**src/rtl/adc_seq_pkg.sv**
```systemverilog
`timescale 1ns/1ps
package adc_seq_pkg;
  localparam int NSEQ = 4;
  // bit positions inside a step's control nibble
  localparam int CTL_DIFF = 0;
  localparam int CTL_END  = 1;
  localparam int CTL_IE   = 2;
  localparam int CTL_TEMP = 3;

  typedef enum logic [1:0] {ST_IDLE, ST_START, ST_WAIT} eng_state_t;

  function automatic int depth_of(int n, int d_first, int d_mid, int d_last);
    if (n == 0) return d_first;
    else if (n == NSEQ - 1) return d_last;
    else return d_mid;
  endfunction

  function automatic logic [3:0] nibble(logic [31:0] w, int idx);
    return w[idx*4 +: 4];
  endfunction

  function automatic logic [1:0] prio_of(logic [2*NSEQ-1:0] p, int n);
    return p[2*n +: 2];
  endfunction
endpackage

```
**src/rtl/adc_seq_fifo.sv**
```systemverilog
`timescale 1ns/1ps
module adc_seq_fifo #(
  parameter int DEPTH = 4,
  parameter int W     = 10,
  parameter int CW    = $clog2(DEPTH + 1)
) (
  input  logic          clk,
  input  logic          rst_n,
  input  logic          push,
  input  logic [W-1:0]  din,
  input  logic          pop,
  output logic [W-1:0]  dout,
  output logic          empty,
  output logic          full,
  output logic [CW-1:0] count,
  output logic          drop
);
  localparam int PW = (DEPTH > 1) ? $clog2(DEPTH) : 1;

  logic [W-1:0]  mem [DEPTH];
  logic [PW-1:0] rp, wp;
  logic          do_push, do_pop;

  assign empty   = (count == '0);
  assign full    = (count == CW'(DEPTH));
  assign do_push = push && !full;
  assign do_pop  = pop && !empty;
  assign drop    = push && full;
  assign dout    = empty ? '0 : mem[rp];

  function automatic logic [PW-1:0] bump(logic [PW-1:0] p);
    return (p == PW'(DEPTH - 1)) ? '0 : p + 1'b1;
  endfunction

  always_ff @(posedge clk) begin
    if (do_push) mem[wp] <= din;
  end

  always_ff @(posedge clk) begin
    if (!rst_n) begin
      rp <= '0;
      wp <= '0;
      count <= '0;
    end else begin
      if (do_push) wp <= bump(wp);
      if (do_pop)  rp <= bump(rp);
      case ({do_push, do_pop})
        2'b10:   count <= count + 1'b1;
        2'b01:   count <= count - 1'b1;
        default: count <= count;
      endcase
    end
  end


  fifo_drop_chk: assert property (@(posedge clk) disable iff (!rst_n)
    (push && full && !pop) |=> (full && $stable(count)));

  fifo_count_chk: assert property (@(posedge clk) disable iff (!rst_n)
    count <= CW'(DEPTH));
endmodule

```
**src/rtl/adc_seq_arb.sv**
```systemverilog
`timescale 1ns/1ps
module adc_seq_arb
  import adc_seq_pkg::*;
(
  input  logic              clk,
  input  logic              rst_n,
  input  logic [NSEQ-1:0]   req,
  input  logic [2*NSEQ-1:0] prio,
  output logic              vld,
  output logic [1:0]        win
);
  logic [1:0] best;
  logic       found;

  always_comb begin
    best  = 2'd3;
    found = 1'b0;
    win   = 2'd0;
    for (int n = 0; n < NSEQ; n++) begin
      if (req[n] && (!found || prio_of(prio, n) < best)) begin
        found = 1'b1;
        best  = prio_of(prio, n);
        win   = 2'(n);
      end
    end
    vld = found;
  end

  for (genvar m = 0; m < NSEQ; m++) begin : g_chk

    arb_prio_chk: assert property (@(posedge clk) disable iff (!rst_n)
      (vld && req[m]) |-> (req[win] && prio_of(prio, int'(win)) <= prio_of(prio, m)));
  end
endmodule

```
**src/rtl/adc_seq_engine.sv**
```systemverilog
`timescale 1ns/1ps
module adc_seq_engine
  import adc_seq_pkg::*;
#(
  parameter int RES_W   = 10,
  parameter int D_FIRST = 8,
  parameter int D_MID   = 4,
  parameter int D_LAST  = 1
) (
  input  logic                  clk,
  input  logic                  rst_n,
  input  logic                  grant_vld,
  input  logic [1:0]            grant_seq,
  output logic                  take,
  input  logic [NSEQ-1:0][31:0] chan_cfg,
  input  logic [NSEQ-1:0][31:0] ctrl_cfg,
  output logic                  conv_start,
  output logic [3:0]            conv_chan,
  input  logic                  conv_done,
  input  logic [RES_W-1:0]      conv_result,
  output logic [NSEQ-1:0]       push,
  output logic [RES_W-1:0]      push_data,
  output logic [NSEQ-1:0]       ie_hit
);
  localparam int SW = (D_FIRST > 1) ? $clog2(D_FIRST) : 1;

  eng_state_t    state;
  logic [1:0]    cur;
  logic [SW-1:0] step;
  logic [3:0]    step_ctl;
  logic          last_step, step_done;

  assign step_ctl   = nibble(ctrl_cfg[cur], int'(step));
  assign conv_chan  = nibble(chan_cfg[cur], int'(step));
  assign conv_start = (state == ST_START);
  assign take       = (state == ST_IDLE) && grant_vld;
  assign step_done  = (state == ST_WAIT) && conv_done;
  assign last_step  = step_ctl[CTL_END] ||
                      (int'(step) == depth_of(int'(cur), D_FIRST, D_MID, D_LAST) - 1);
  assign push_data  = conv_result;

  always_comb begin
    for (int n = 0; n < NSEQ; n++) begin
      push[n]   = step_done && (cur == 2'(n));
      ie_hit[n] = step_done && (cur == 2'(n)) && step_ctl[CTL_IE];
    end
  end

  always_ff @(posedge clk) begin
    if (!rst_n) begin
      state <= ST_IDLE;
      cur   <= '0;
      step  <= '0;
    end else begin
      case (state)
        ST_IDLE: if (grant_vld) begin
          cur   <= grant_seq;
          step  <= '0;
          state <= ST_START;
        end
        ST_START: state <= ST_WAIT;
        ST_WAIT: if (conv_done) begin
          if (last_step) state <= ST_IDLE;
          else begin
            step  <= step + 1'b1;
            state <= ST_START;
          end
        end
        default: state <= ST_IDLE;
      endcase
    end
  end


  start_pulse_chk: assert property (@(posedge clk) disable iff (!rst_n)
    conv_start |=> !conv_start);

  step_order_chk: assert property (@(posedge clk) disable iff (!rst_n)
    (step_done && !last_step) |=> (conv_start && step == SW'($past(step) + 1'b1)));

  run_stop_chk: assert property (@(posedge clk) disable iff (!rst_n)
    (step_done && last_step) |=> (state == ST_IDLE && !conv_start));
endmodule

```
**src/rtl/adc_seq_top.sv**
```systemverilog
`timescale 1ns/1ps
module adc_seq_top
  import adc_seq_pkg::*;
#(
  parameter int RES_W   = 10,
  parameter int N_EXT   = 4,
  parameter int D_FIRST = 8,
  parameter int D_MID   = 4,
  parameter int D_LAST  = 1,
  parameter int AW      = 5
) (
  input  logic             clk,
  input  logic             rst_n,
  input  logic [N_EXT-1:0] ext_trig,
  input  logic             reg_wr,
  input  logic             reg_rd,
  input  logic [AW-1:0]    reg_addr,
  input  logic [31:0]      reg_wdata,
  output logic [31:0]      reg_rdata,
  output logic             conv_start,
  output logic [3:0]       conv_chan,
  input  logic             conv_done,
  input  logic [RES_W-1:0] conv_result,
  output logic [NSEQ-1:0]  irq
);
  localparam logic [AW-1:0] A_ENA = 0, A_EVSEL = 1, A_PRIO = 2, A_SWTRIG = 3,
                            A_RAW = 4, A_MASK = 5, A_ISTAT = 6, A_OVF = 7, A_UNF = 8;
  localparam int A_SEQ = 16;
  localparam int EV_ALWAYS = 15;

  logic [NSEQ-1:0]        ena, mask, raw, ovf, unf, pend, trig_evt, take_vec;
  logic [4*NSEQ-1:0]      evsel;
  logic [2*NSEQ-1:0]      prio;
  logic [NSEQ-1:0][31:0]  chan_cfg, ctrl_cfg;
  logic [NSEQ-1:0]        push, ie_hit, pop, f_empty, f_full, f_drop, rd_empty;
  logic [NSEQ-1:0][RES_W-1:0] f_data;
  logic [NSEQ-1:0][3:0]   f_cnt;
  logic [RES_W-1:0]       push_data;
  logic                   grant_vld, take;
  logic [1:0]             grant_seq;
  logic [NSEQ-1:0]        sw_trig, istat_clr, mask_clr;

  function automatic logic hit(logic s, logic [AW-1:0] a, logic [AW-1:0] want);
    return s && (a == want);
  endfunction

  assign sw_trig   = hit(reg_wr, reg_addr, A_SWTRIG) ? reg_wdata[NSEQ-1:0] : '0;
  assign istat_clr = hit(reg_wr, reg_addr, A_ISTAT)  ? reg_wdata[NSEQ-1:0] : '0;
  assign mask_clr  = hit(reg_wr, reg_addr, A_MASK)   ? (reg_wdata[NSEQ-1:0] & ~mask) : '0;
  assign irq       = raw & mask;

  always_comb begin
    for (int n = 0; n < NSEQ; n++) begin
      logic [3:0] ev;
      ev = evsel[4*n +: 4];
      trig_evt[n] = sw_trig[n] || (int'(ev) == EV_ALWAYS) ||
                    (ev != 4'd0 && int'(ev) <= N_EXT && ext_trig[int'(ev) - 1]);
      take_vec[n] = take && (grant_seq == 2'(n));
      pop[n]      = hit(reg_rd, reg_addr, AW'(A_SEQ + 4*n + 2));
      rd_empty[n] = pop[n] && f_empty[n];
    end
  end

  always_ff @(posedge clk) begin
    if (!rst_n) begin
      ena <= '0; mask <= '0; raw <= '0; ovf <= '0; unf <= '0; pend <= '0;
      evsel <= '0; prio <= '0; chan_cfg <= '0; ctrl_cfg <= '0;
    end else begin
      pend <= ena & ((pend & ~take_vec) | trig_evt);
      raw  <= (raw & ~(istat_clr | mask_clr)) | ie_hit;
      ovf  <= (ovf & ~(hit(reg_wr, reg_addr, A_OVF) ? reg_wdata[NSEQ-1:0] : '0)) | f_drop;
      unf  <= (unf & ~(hit(reg_wr, reg_addr, A_UNF) ? reg_wdata[NSEQ-1:0] : '0)) | rd_empty;
      if (reg_wr) begin
        case (reg_addr)
          A_ENA:   ena   <= reg_wdata[NSEQ-1:0];
          A_EVSEL: evsel <= reg_wdata[4*NSEQ-1:0];
          A_PRIO:  prio  <= reg_wdata[2*NSEQ-1:0];
          A_MASK:  mask  <= reg_wdata[NSEQ-1:0];
          default: ;
        endcase
        for (int n = 0; n < NSEQ; n++) begin
          if (reg_addr == AW'(A_SEQ + 4*n))     chan_cfg[n] <= reg_wdata;
          if (reg_addr == AW'(A_SEQ + 4*n + 1)) ctrl_cfg[n] <= reg_wdata;
        end
      end
    end
  end

  always_comb begin
    reg_rdata = '0;
    if (reg_addr[AW-1]) begin
      case (reg_addr[1:0])
        2'd0: reg_rdata = chan_cfg[reg_addr[3:2]];
        2'd1: reg_rdata = ctrl_cfg[reg_addr[3:2]];
        2'd2: reg_rdata = 32'(f_data[reg_addr[3:2]]);
        default: reg_rdata = {24'd0, f_cnt[reg_addr[3:2]], 2'b00,
                              f_full[reg_addr[3:2]], f_empty[reg_addr[3:2]]};
      endcase
    end else begin
      case (reg_addr)
        A_ENA:   reg_rdata = 32'(ena);
        A_EVSEL: reg_rdata = 32'(evsel);
        A_PRIO:  reg_rdata = 32'(prio);
        A_RAW:   reg_rdata = 32'(raw);
        A_MASK:  reg_rdata = 32'(mask);
        A_ISTAT: reg_rdata = 32'(raw & mask);
        A_OVF:   reg_rdata = 32'(ovf);
        A_UNF:   reg_rdata = 32'(unf);
        default: reg_rdata = '0;
      endcase
    end
  end

  adc_seq_arb u_arb (
    .clk(clk), .rst_n(rst_n), .req(pend), .prio(prio), .vld(grant_vld), .win(grant_seq)
  );

  adc_seq_engine #(.RES_W(RES_W), .D_FIRST(D_FIRST), .D_MID(D_MID), .D_LAST(D_LAST)) u_eng (
    .clk(clk), .rst_n(rst_n), .grant_vld(grant_vld), .grant_seq(grant_seq), .take(take),
    .chan_cfg(chan_cfg), .ctrl_cfg(ctrl_cfg), .conv_start(conv_start), .conv_chan(conv_chan),
    .conv_done(conv_done), .conv_result(conv_result), .push(push), .push_data(push_data),
    .ie_hit(ie_hit)
  );

  for (genvar n = 0; n < NSEQ; n++) begin : g_seq
    localparam int D  = depth_of(n, D_FIRST, D_MID, D_LAST);
    localparam int CL = $clog2(D + 1);
    logic [CL-1:0] cnt;
    adc_seq_fifo #(.DEPTH(D), .W(RES_W), .CW(CL)) u_fifo (
      .clk(clk), .rst_n(rst_n), .push(push[n]), .din(push_data), .pop(pop[n]),
      .dout(f_data[n]), .empty(f_empty[n]), .full(f_full[n]), .count(cnt), .drop(f_drop[n])
    );
    assign f_cnt[n] = 4'(cnt);


    istat_clear_chk: assert property (@(posedge clk) disable iff (!rst_n)
      (hit(reg_wr, reg_addr, A_ISTAT) && reg_wdata[n] && !ie_hit[n]) |=> !irq[n]);

    unf_set_chk: assert property (@(posedge clk) disable iff (!rst_n)
      rd_empty[n] |=> unf[n]);

    disabled_idle_chk: assert property (@(posedge clk) disable iff (!rst_n)
      !ena[n] |=> !pend[n]);
  end
endmodule

```
**config.mk**
```make
export PLATFORM = sky130hd
export DESIGN_NAME = adc_seq_top
export DESIGN_NICKNAME = d
export VERILOG_FILES = /design/src/rtl/adc_seq_pkg.sv /design/src/rtl/adc_seq_fifo.sv /design/src/rtl/adc_seq_arb.sv /design/src/rtl/adc_seq_engine.sv /design/src/rtl/adc_seq_top.sv
export SDC_FILE = /design/constraint.sdc
export NUM_CORES = 1
export LEC_CHECK = 0
export ABC_CLOCK_PERIOD_IN_PS = 4000
export BUFFER_PORTS_ARGS = -buffer_cell sky130_fd_sc_hd__buf_4
export CORE_MARGIN = 2
export CORE_UTILIZATION = 45
export CTS_BUF_LIST = sky130_fd_sc_hd__clkbuf_8
export DETAILED_ROUTE_END_ITERATION = 6
export GPL_TIMING_DRIVEN = 0
export MAX_ROUTING_LAYER = met4
export RECOVER_POWER = 50
export SETUP_SLACK_MARGIN = 0.3
export SYNTH_ARGS = -nofsm -noshare
export SYNTH_HDL_FRONTEND = slang
export SYNTH_HIERARCHICAL = 1
export SYNTH_SLANG_ARGS = --single-unit
```
**constraint.sdc**
```tcl
create_clock -name clk -period 4 [get_ports clk]
set_input_delay 0.2 -clock clk [delete_from_list [all_inputs] [get_ports clk]]
set_output_delay 0.2 -clock clk [all_outputs]
set_load 0.005 [all_outputs]
```
After elaboration in Yosys (flattened, before gate mapping)
Memory sizes are Yosys's and may differ from the RTL's. A register that Yosys moved wholly into a read port is not among the register bits.
Cells that the tools add are included.
Cells by class
  add/sub/neg operators: 20
  $lt $le $gt $ge: 13
  eq/ne operators: 56
  shift-type cells: 2
  muxes and demuxes: 84
  bitwise logic cells: 19
  reductions and logical operators: 105
Operators with widths (number)
  32-bit binary-select mux with 2-bit select: 4
  32-bit two-way mux: 6
  16-bit one-hot mux with 8 select lines: 1
  32-bit one-hot mux with 3 select lines: 1
  5-bit == test, second input constant: 12
  1-bit logical AND: 50
  10-bit two-way mux: 5
  4-bit bitwise AND: 8
  4-bit by 32-bit == test with 1-bit output: 1
  32-bit by 6-bit variable part select with 3-bit output: 1
  32-bit by 6-bit variable part select with 4-bit output: 1
  32-bit by 2-bit subtractor with 32-bit output, second input constant: 1
  2-bit two-way mux: 15
  2-bit == test, second input constant: 14
  2-bit AND reduction: 14
  1-bit two-way mux: 24
  3-bit two-way mux: 8
  4-bit two-way mux: 6
  10-bit binary-select mux with 2-bit select: 1
  5-bit by 3-bit == test with 1-bit output, second input constant: 4
  5-bit by 4-bit less-than comparator with 1-bit output, second input constant: 4
  4-bit inverter: 5
  4-bit bitwise OR: 5
  4-bit by 1-bit subtractor with 5-bit output, second input constant: 4
  35 further kinds: 104
Storage, ports and cells
  bits in registers: 336
  bits in writable memories: 170
  bits of input ports: 56
  output and inout port bits: 41
  word-level logic and storage cells: 332
  memories kept: 4
Memories
  g_seq[0].u_fifo.mem: words 8, width 10, rd ports 1, clocked after memory_dff 1, write ports 1, line adc_seq_fifo.sv:20  | logic [W-1:0] mem [DEPTH];
  g_seq[1].u_fifo.mem: words 4, width 10, rd ports 1, clocked after memory_dff 1, write ports 1, line adc_seq_fifo.sv:20
  g_seq[2].u_fifo.mem: words 4, width 10, rd ports 1, clocked after memory_dff 1, write ports 1, line adc_seq_fifo.sv:20
  g_seq[3].u_fifo.mem: words 1, width 10, rd ports 1, clocked after memory_dff 0, write ports 1, line adc_seq_fifo.sv:20

Depth between registers and ports, before layout
  word-level depth: 19
  gate-level depth with buffers: 15
  gate-level depth less buffers: 15

Hierarchy
Netlist, hierarchy kept.
Modules (own cells, without submodules)
  adc_seq_top: times used 1, cells each 1714, area each 15011.9 µm², sequential area each 6085.8 µm²
  adc_seq_fifo (g_seq[1].u_fifo ...): times used 2, cells each 120, area each 2028.2 µm², sequential area each 1381.3 µm²
  adc_seq_fifo (g_seq[0].u_fifo): times used 1, cells each 203, area each 3744.8 µm², sequential area each 2662.6 µm²
  adc_seq_engine: times used 1, cells each 176, area each 2083.2 µm², sequential area each 140.1 µm²
  adc_seq_fifo (g_seq[3].u_fifo): times used 1, cells each 28, area each 442.9 µm², sequential area each 320.3 µm²
  adc_seq_arb: times used 1, cells each 31, area each 212.7 µm², sequential area each 0.0 µm²

Worst setup path after synthesis
No wires, ideal clock.
  path type: reg2reg
  start: reg pend[0]
  end: reg pend[0]
  setup time: 122 ps
  arrival time: 2972 ps
  required time: 3878 ps
  setup slack: 906 ps
  stages on the path, launching flop included: 15
  path buffers: 0
  clock period less this slack: 3094 ps
  cells stage by stage: dfxtp_1 > inv_1 > o22ai_1 > ha_1 > o22ai_1 > o21ai_0 > o32a_1 > ha_1 > o32ai_1 > o21ai_0 > o21ai_0 > or3b_2 > a32o_1 > a221oi_1 > nor2_1
On the way
  cells in the longest elaborated chain, start to end: 19
  elaborated cells between the ends (all ways): 29
  those cells by class: order compare: 3; mux: 10; bitwise: 4; reduce/logical: 12
Ends and longest elaborated chain
  from (decl): line adc_seq_top.sv:31  | logic [NSEQ-1:0] ena, mask, raw, ovf, unf, pend, trig_evt, take_vec;
  from (signal assigned): line adc_seq_top.sv:69  | pend <= ena & ((pend & ~take_vec) | trig_evt);
  2-bit two-way mux or 1-bit two-way mux (tied branches): line adc_seq_arb.sv:20  | if (req[n] && (!found || prio_of(prio, n) < best)) begin
  2-bit less-than comparator or 1-bit logical NOT (tied branches): line adc_seq_arb.sv:20
  1-bit logical OR: line adc_seq_arb.sv:20
  1-bit logical AND: line adc_seq_arb.sv:20
  2-bit two-way mux or 1-bit two-way mux (tied branches): line adc_seq_arb.sv:20
  2-bit less-than comparator or 1-bit logical NOT (tied branches): line adc_seq_arb.sv:20
  1-bit logical OR: line adc_seq_arb.sv:20
  1-bit logical AND: line adc_seq_arb.sv:20
  (+4 left out)
  2-bit two-way mux (*): line adc_seq_arb.sv:20
  via grant_seq[0]: line adc_seq_top.sv:40  | logic [1:0] grant_seq;
  2-bit logical NOT (*): line adc_seq_top.sv:58  | take_vec[n] = take && (grant_seq == 2'(n));
  1-bit logical AND (*): line adc_seq_top.sv:58
  4-bit inverter (*): line adc_seq_top.sv:69
  4-bit bitwise AND (*): line adc_seq_top.sv:69
  4-bit bitwise OR (*): line adc_seq_top.sv:69
  4-bit bitwise AND (*): line adc_seq_top.sv:69
The timed path passes the listed nets; every way through them passes the cells marked *.
A chain may end at the register's enable or synchronous reset.

Worst setup path in the final report
  start: reg u_eng.cur[1]
  end: out conv_chan[0]
On the way
  cells in the longest elaborated chain, start to end: 3
Ends and longest elaborated chain
  from (decl): line adc_seq_engine.sv:28  | logic [1:0] cur;
  from (signal assigned): line adc_seq_engine.sv:57  | cur <= grant_seq;
  32-bit binary-select mux with 2-bit select: line adc_seq_engine.sv:34  | assign conv_chan = nibble(chan_cfg[cur], int'(step));
  32-bit two-way mux (not written as such): line adc_seq_engine.sv:34
  32-bit by 6-bit variable part select with 4-bit output: line adc_seq_pkg.sv:19  | return w[idx*4 +: 4];
  to (decl): line adc_seq_top.sv:21  | output logic [3:0] conv_chan,
Every way passes these cells. The select of a mux whose other input is x is not followed.

==> results.toml <==
[status]
outcome = "finished, final reports clean"

[floorplanning]
die_area_mm2 = 0.05870
ios = 97
dieWidth_um = 242.3
core_mm2 = 0.05628
rows = 87
die_y_um = 242.3
start_util = 0.4540

[sta]
slew_headroom = 0.2838
finalSetupViolCount = 0
skew_ns = 0.03216
layout_min_cycle_time_ns = 3.657
period_share = 0.9143
slew_violations = 0
rsz0062_at_grt = "yes"
final_hold_viol_count = 0
fmax_mhz = 273.4
tightest_slew_ns = 1.070

[power_and_ir_drop]
max-vdd-ir-drop_mv = 0.4481
p_leak_nw = 9.940
p_per_area_mw_per_mm2 = 371.3
finalPower_mw = 10.87

[critical_path]
end_kind = "primary output"
crit_path_max_incr_delay_ns = 0.55
critPathLaunchType = "flop"
slowest_stage = "dfxtp_1"
critPathTopFamily = "multiplexers"
worstPathCellList = "buf_4 > buf_2 > mux4_2 > mux4_2 > mux2_2 > buf_4"
cp_max_fo = 10
worst-setup-path-type = "reg -> out"
cp.arrival_ns = 3.46
worstPathRequired_ns = 3.80
worst-path-buf-inv = 3

[clock_tree]
cts.path.max_buffers = 3
clkLatencyLatePin_ns = 0.71
cts_setup_buffers = 0
clock-root-buffer = "clkbuf_8"
clk_pin_slew_worst_paths_ns = 0.07
clock_sinks = 513
cts-buffers-inserted = 89
cts_tree = "built"
htreeDepth = 3

[drt]
firstDrtPassIters = 7
wire_per_inst_um = 25.18
routed_via_density = 5.825
drc = 0
num_vias = 19930
ant_nets = 0
drt_iter0_markers = 1797
wirelength_um = 86150

[global_routing]
grt_pass1_vias = 19750
grt_overflow_total = 0
grtUsageTotal = 0.2990
grt_max_degree = 18
grt_pass1_wl_um = 126600
use_met3 = 0.05938
antenna_found_initial = 5
use_met2 = 0.4688
grt_busiest_layer = "met2"
gr-usage-met1 = 0.3766

[logic_synthesis]
syn-num-nets = 2480
async_flop_share = 0
yosys_most_used_dff = "dfxtp_1"
synth_xor_area_frac = 0.003770
synth_compound_area_frac = 0.1222
synth_top_family_by_area = "multiplexers"
synth_cells = 2392
synth_warnings = 6
mappedNetlistArea_mm2 = 0.02555
synthAdderAreaFrac = 0.01665
synth_edf_count = 170
synth_area_per_cell_um2 = 10.68
ys_seq_elements = 513
synth_simple_gate_area_frac = 0.1565
yosys.cell_types.count = 86
synthMuxAreaShare = 0.1829
synth.yosys.seq_area_share = 0.4685

[place]
hpwlAfterDp_um = 61230
place_area_mm2 = 0.02697
io_buffers = 55
gp_congestion = 0.9845
placed_cells = 3206

[min_path]
hold_path.class = "in -> reg"

[finish]
final_area_mm2 = 0.02927
area_delta_synth_final_pct = 14.57
final_nets = 2679
instances_no_fill = 3421
drive_gt1_frac = 0.1862
fin_util = 0.5202

[flow_run]
drv_cap = 0
-- sequential cells by signal (all words and copies together), names as in the netlist, 3 cells and up, named ones only --
name / count
unf: 4
raw: 4
ena: 4
u_eng/step: 3
g_seq.u_fifo/wp: 7
evsel: 16
ctrl_cfg: 128
g_seq.u_fifo/rp: 7
ovf: 4
chan_cfg: 128
g_seq.u_fifo/mem: 170
mask: 4
g_seq.u_fifo/count: 11
prio: 8
pend: 4
-- Yosys cell counts (all sizes together), types with 3 or more instances --
library cell  count  area share
nand3            41      0.0084
or3b              3      0.0010
buf             119       0.031
xnor2             3      0.0010
nor3b             5      0.0019
nor2b            59       0.016
nor4b             3      0.0013
mux4            159        0.14
a22oi            18      0.0053
a31oi             7      0.0017
a21oi            19      0.0037
a22o              4      0.0014
nand2b           16      0.0039
edfxtp          170        0.20
o21ai            34      0.0067
mux2i           101       0.040
a32oi             4      0.0014
a221oi            5      0.0020
a21boi          289       0.085
and2             36      0.0092
a211oi            4      0.0012
ha               30       0.015
mux2              7      0.0031
inv              33      0.0050
clkbuf           89       0.013
xor2              8      0.0027
nor4              3     0.00098
nor3             10      0.0024
and3             10      0.0024
a41oi             3      0.0013
and2b             3     0.00093
a32o              4      0.0016
nand2           616       0.090
o21a              7      0.0021
nand4             5      0.0012
dfxtp           343        0.27
o22ai             7      0.0017
o211ai            4      0.0012
nor2             73       0.012
nand3b            3     0.00088
or3               6      0.0015
-- metrics by stage --
stage | TNS, ns | hold slack, ns | setup slack, ns
2_1_floorplan | 0 | 0.3480 | 0.9059
3_3_place_gp | -17.12 | 0.4389 | -0.7827
3_5_place_dp | -0.04590 | 0.4464 | -0.04590
4_1_cts | 0 | 0.04331 | 0.3070
5_1_grt | 0 | 0.08116 | 0.1728
6_report | 0 | 0.09441 | 0.3430
-- timing repair --
action                                  CTS  global route
endpoints found under the hold margin   433             0
resized for setup                        20            10
hold buffers                             50             0
pin swaps                                 0             1
endpoints found under the setup margin   58            12
-- final cells by class --
type	count	area, um^2
Timing Repair Buffer	108	939.7
Antenna cell	6	15.01
Fill cell	5089	27000
Buffer	208	1142
Clock buffer	106	1459
Sequential cell	513	11970
Clock inverter	53	315.3
Multi-Input combinational cell	1637	12350
Inverter	34	132.6
Tap cell	756	945.9
-- worst register-to-register path, delay by kind of cell, from the launching register on --
family / cells / cell delay, ns
AOI/OAI and AO/OA: 9 / 1.72
adders and majority gates: 2 / 0.58
and+or+nand+nor: 2 / 0.58
buffers and inverters: 1 / 0.12
DFF: 1 / 0.46
-- path summary, 6_finish.rpt --
path / from / to / slack (ns) / cells past startpoint
setup reg to reg: pend[0]$_SDFF_PN0_ / pend[0]$_SDFF_PN0_ / 0.44 / 14
hold reg to reg: ctrl_cfg[39]$_SDFFE_PN0P_ / ctrl_cfg[39]$_SDFFE_PN0P_ / 0.46 / 2
hold / removal: reg_addr[4] / evsel[4]$_SDFFE_PN0P_ / 0.09 / 5
setup / recovery: u_eng/cur[1]$_SDFFE_PN0P_ / conv_chan[0] / 0.34 / 6
-- cell families (layout without fill, tap and decap cells) --
| kind of cell | Yosys count | in the layout |
|---|---|---|
| muxes | 267 | 267 |
| buffers and inverters | 242 | 509 |
| adders and majority gates | 33 | 33 |
| AOI/OAI and AO/OA | 425 | 425 |
| and+or+nand+nor | 901 | 901 |
| DFF | 513 | 513 |
| other | 0 | 6 |
| xor gates and xnor gates | 11 | 11 |
-- report_power, final --
group / internal (mW) / switching (mW)
registers: 5.40 / 0.0173
logic: 0.219 / 0.399
clock network: 2.60 / 2.24
total: 8.22 / 2.65
-- per-layer routing --
layer | routed length (um) | part of all wire
met1 | 35020 | 0.41
met2 | 40730 | 0.47
met3 | 6703 | 0.078
met4 | 3689 | 0.043
met5 | 0 | 0
-- cells in the final DEF, fill, tap and decap left out, types with 6 or more instances in the layout --
cell	netlist	final
clkbuf_8	0	106
a31oi_1	7	7
buf_4	41	85
buf_6	15	18
o21ai_0	33	32
inv_1	32	60
clkinv_2	0	7
dfxtp_1	343	342
xor2_1	8	8
nor2_1	67	67
mux2i_1	101	100
a22oi_1	18	18
and3_1	10	10
or3_1	6	6
buf_2	55	54
nand2_1	616	616
nor2b_1	55	55
a21oi_1	19	19
diode_2	0	6
edfxtp_1	170	170
ha_1	30	30
and2_1	28	24
a21boi_1	67	16
nand3_1	39	39
o22ai_1	7	7
o21a_1	7	7
and2_2	8	8
clkbuf_1	87	94
clkinv_1	1	10
mux2_2	7	7
a21boi_0	222	273
mux4_2	158	158
dlygate4sd3_1	0	50
nand2b_1	16	16
No activity file was read; power rests on OpenSTA's default activity.
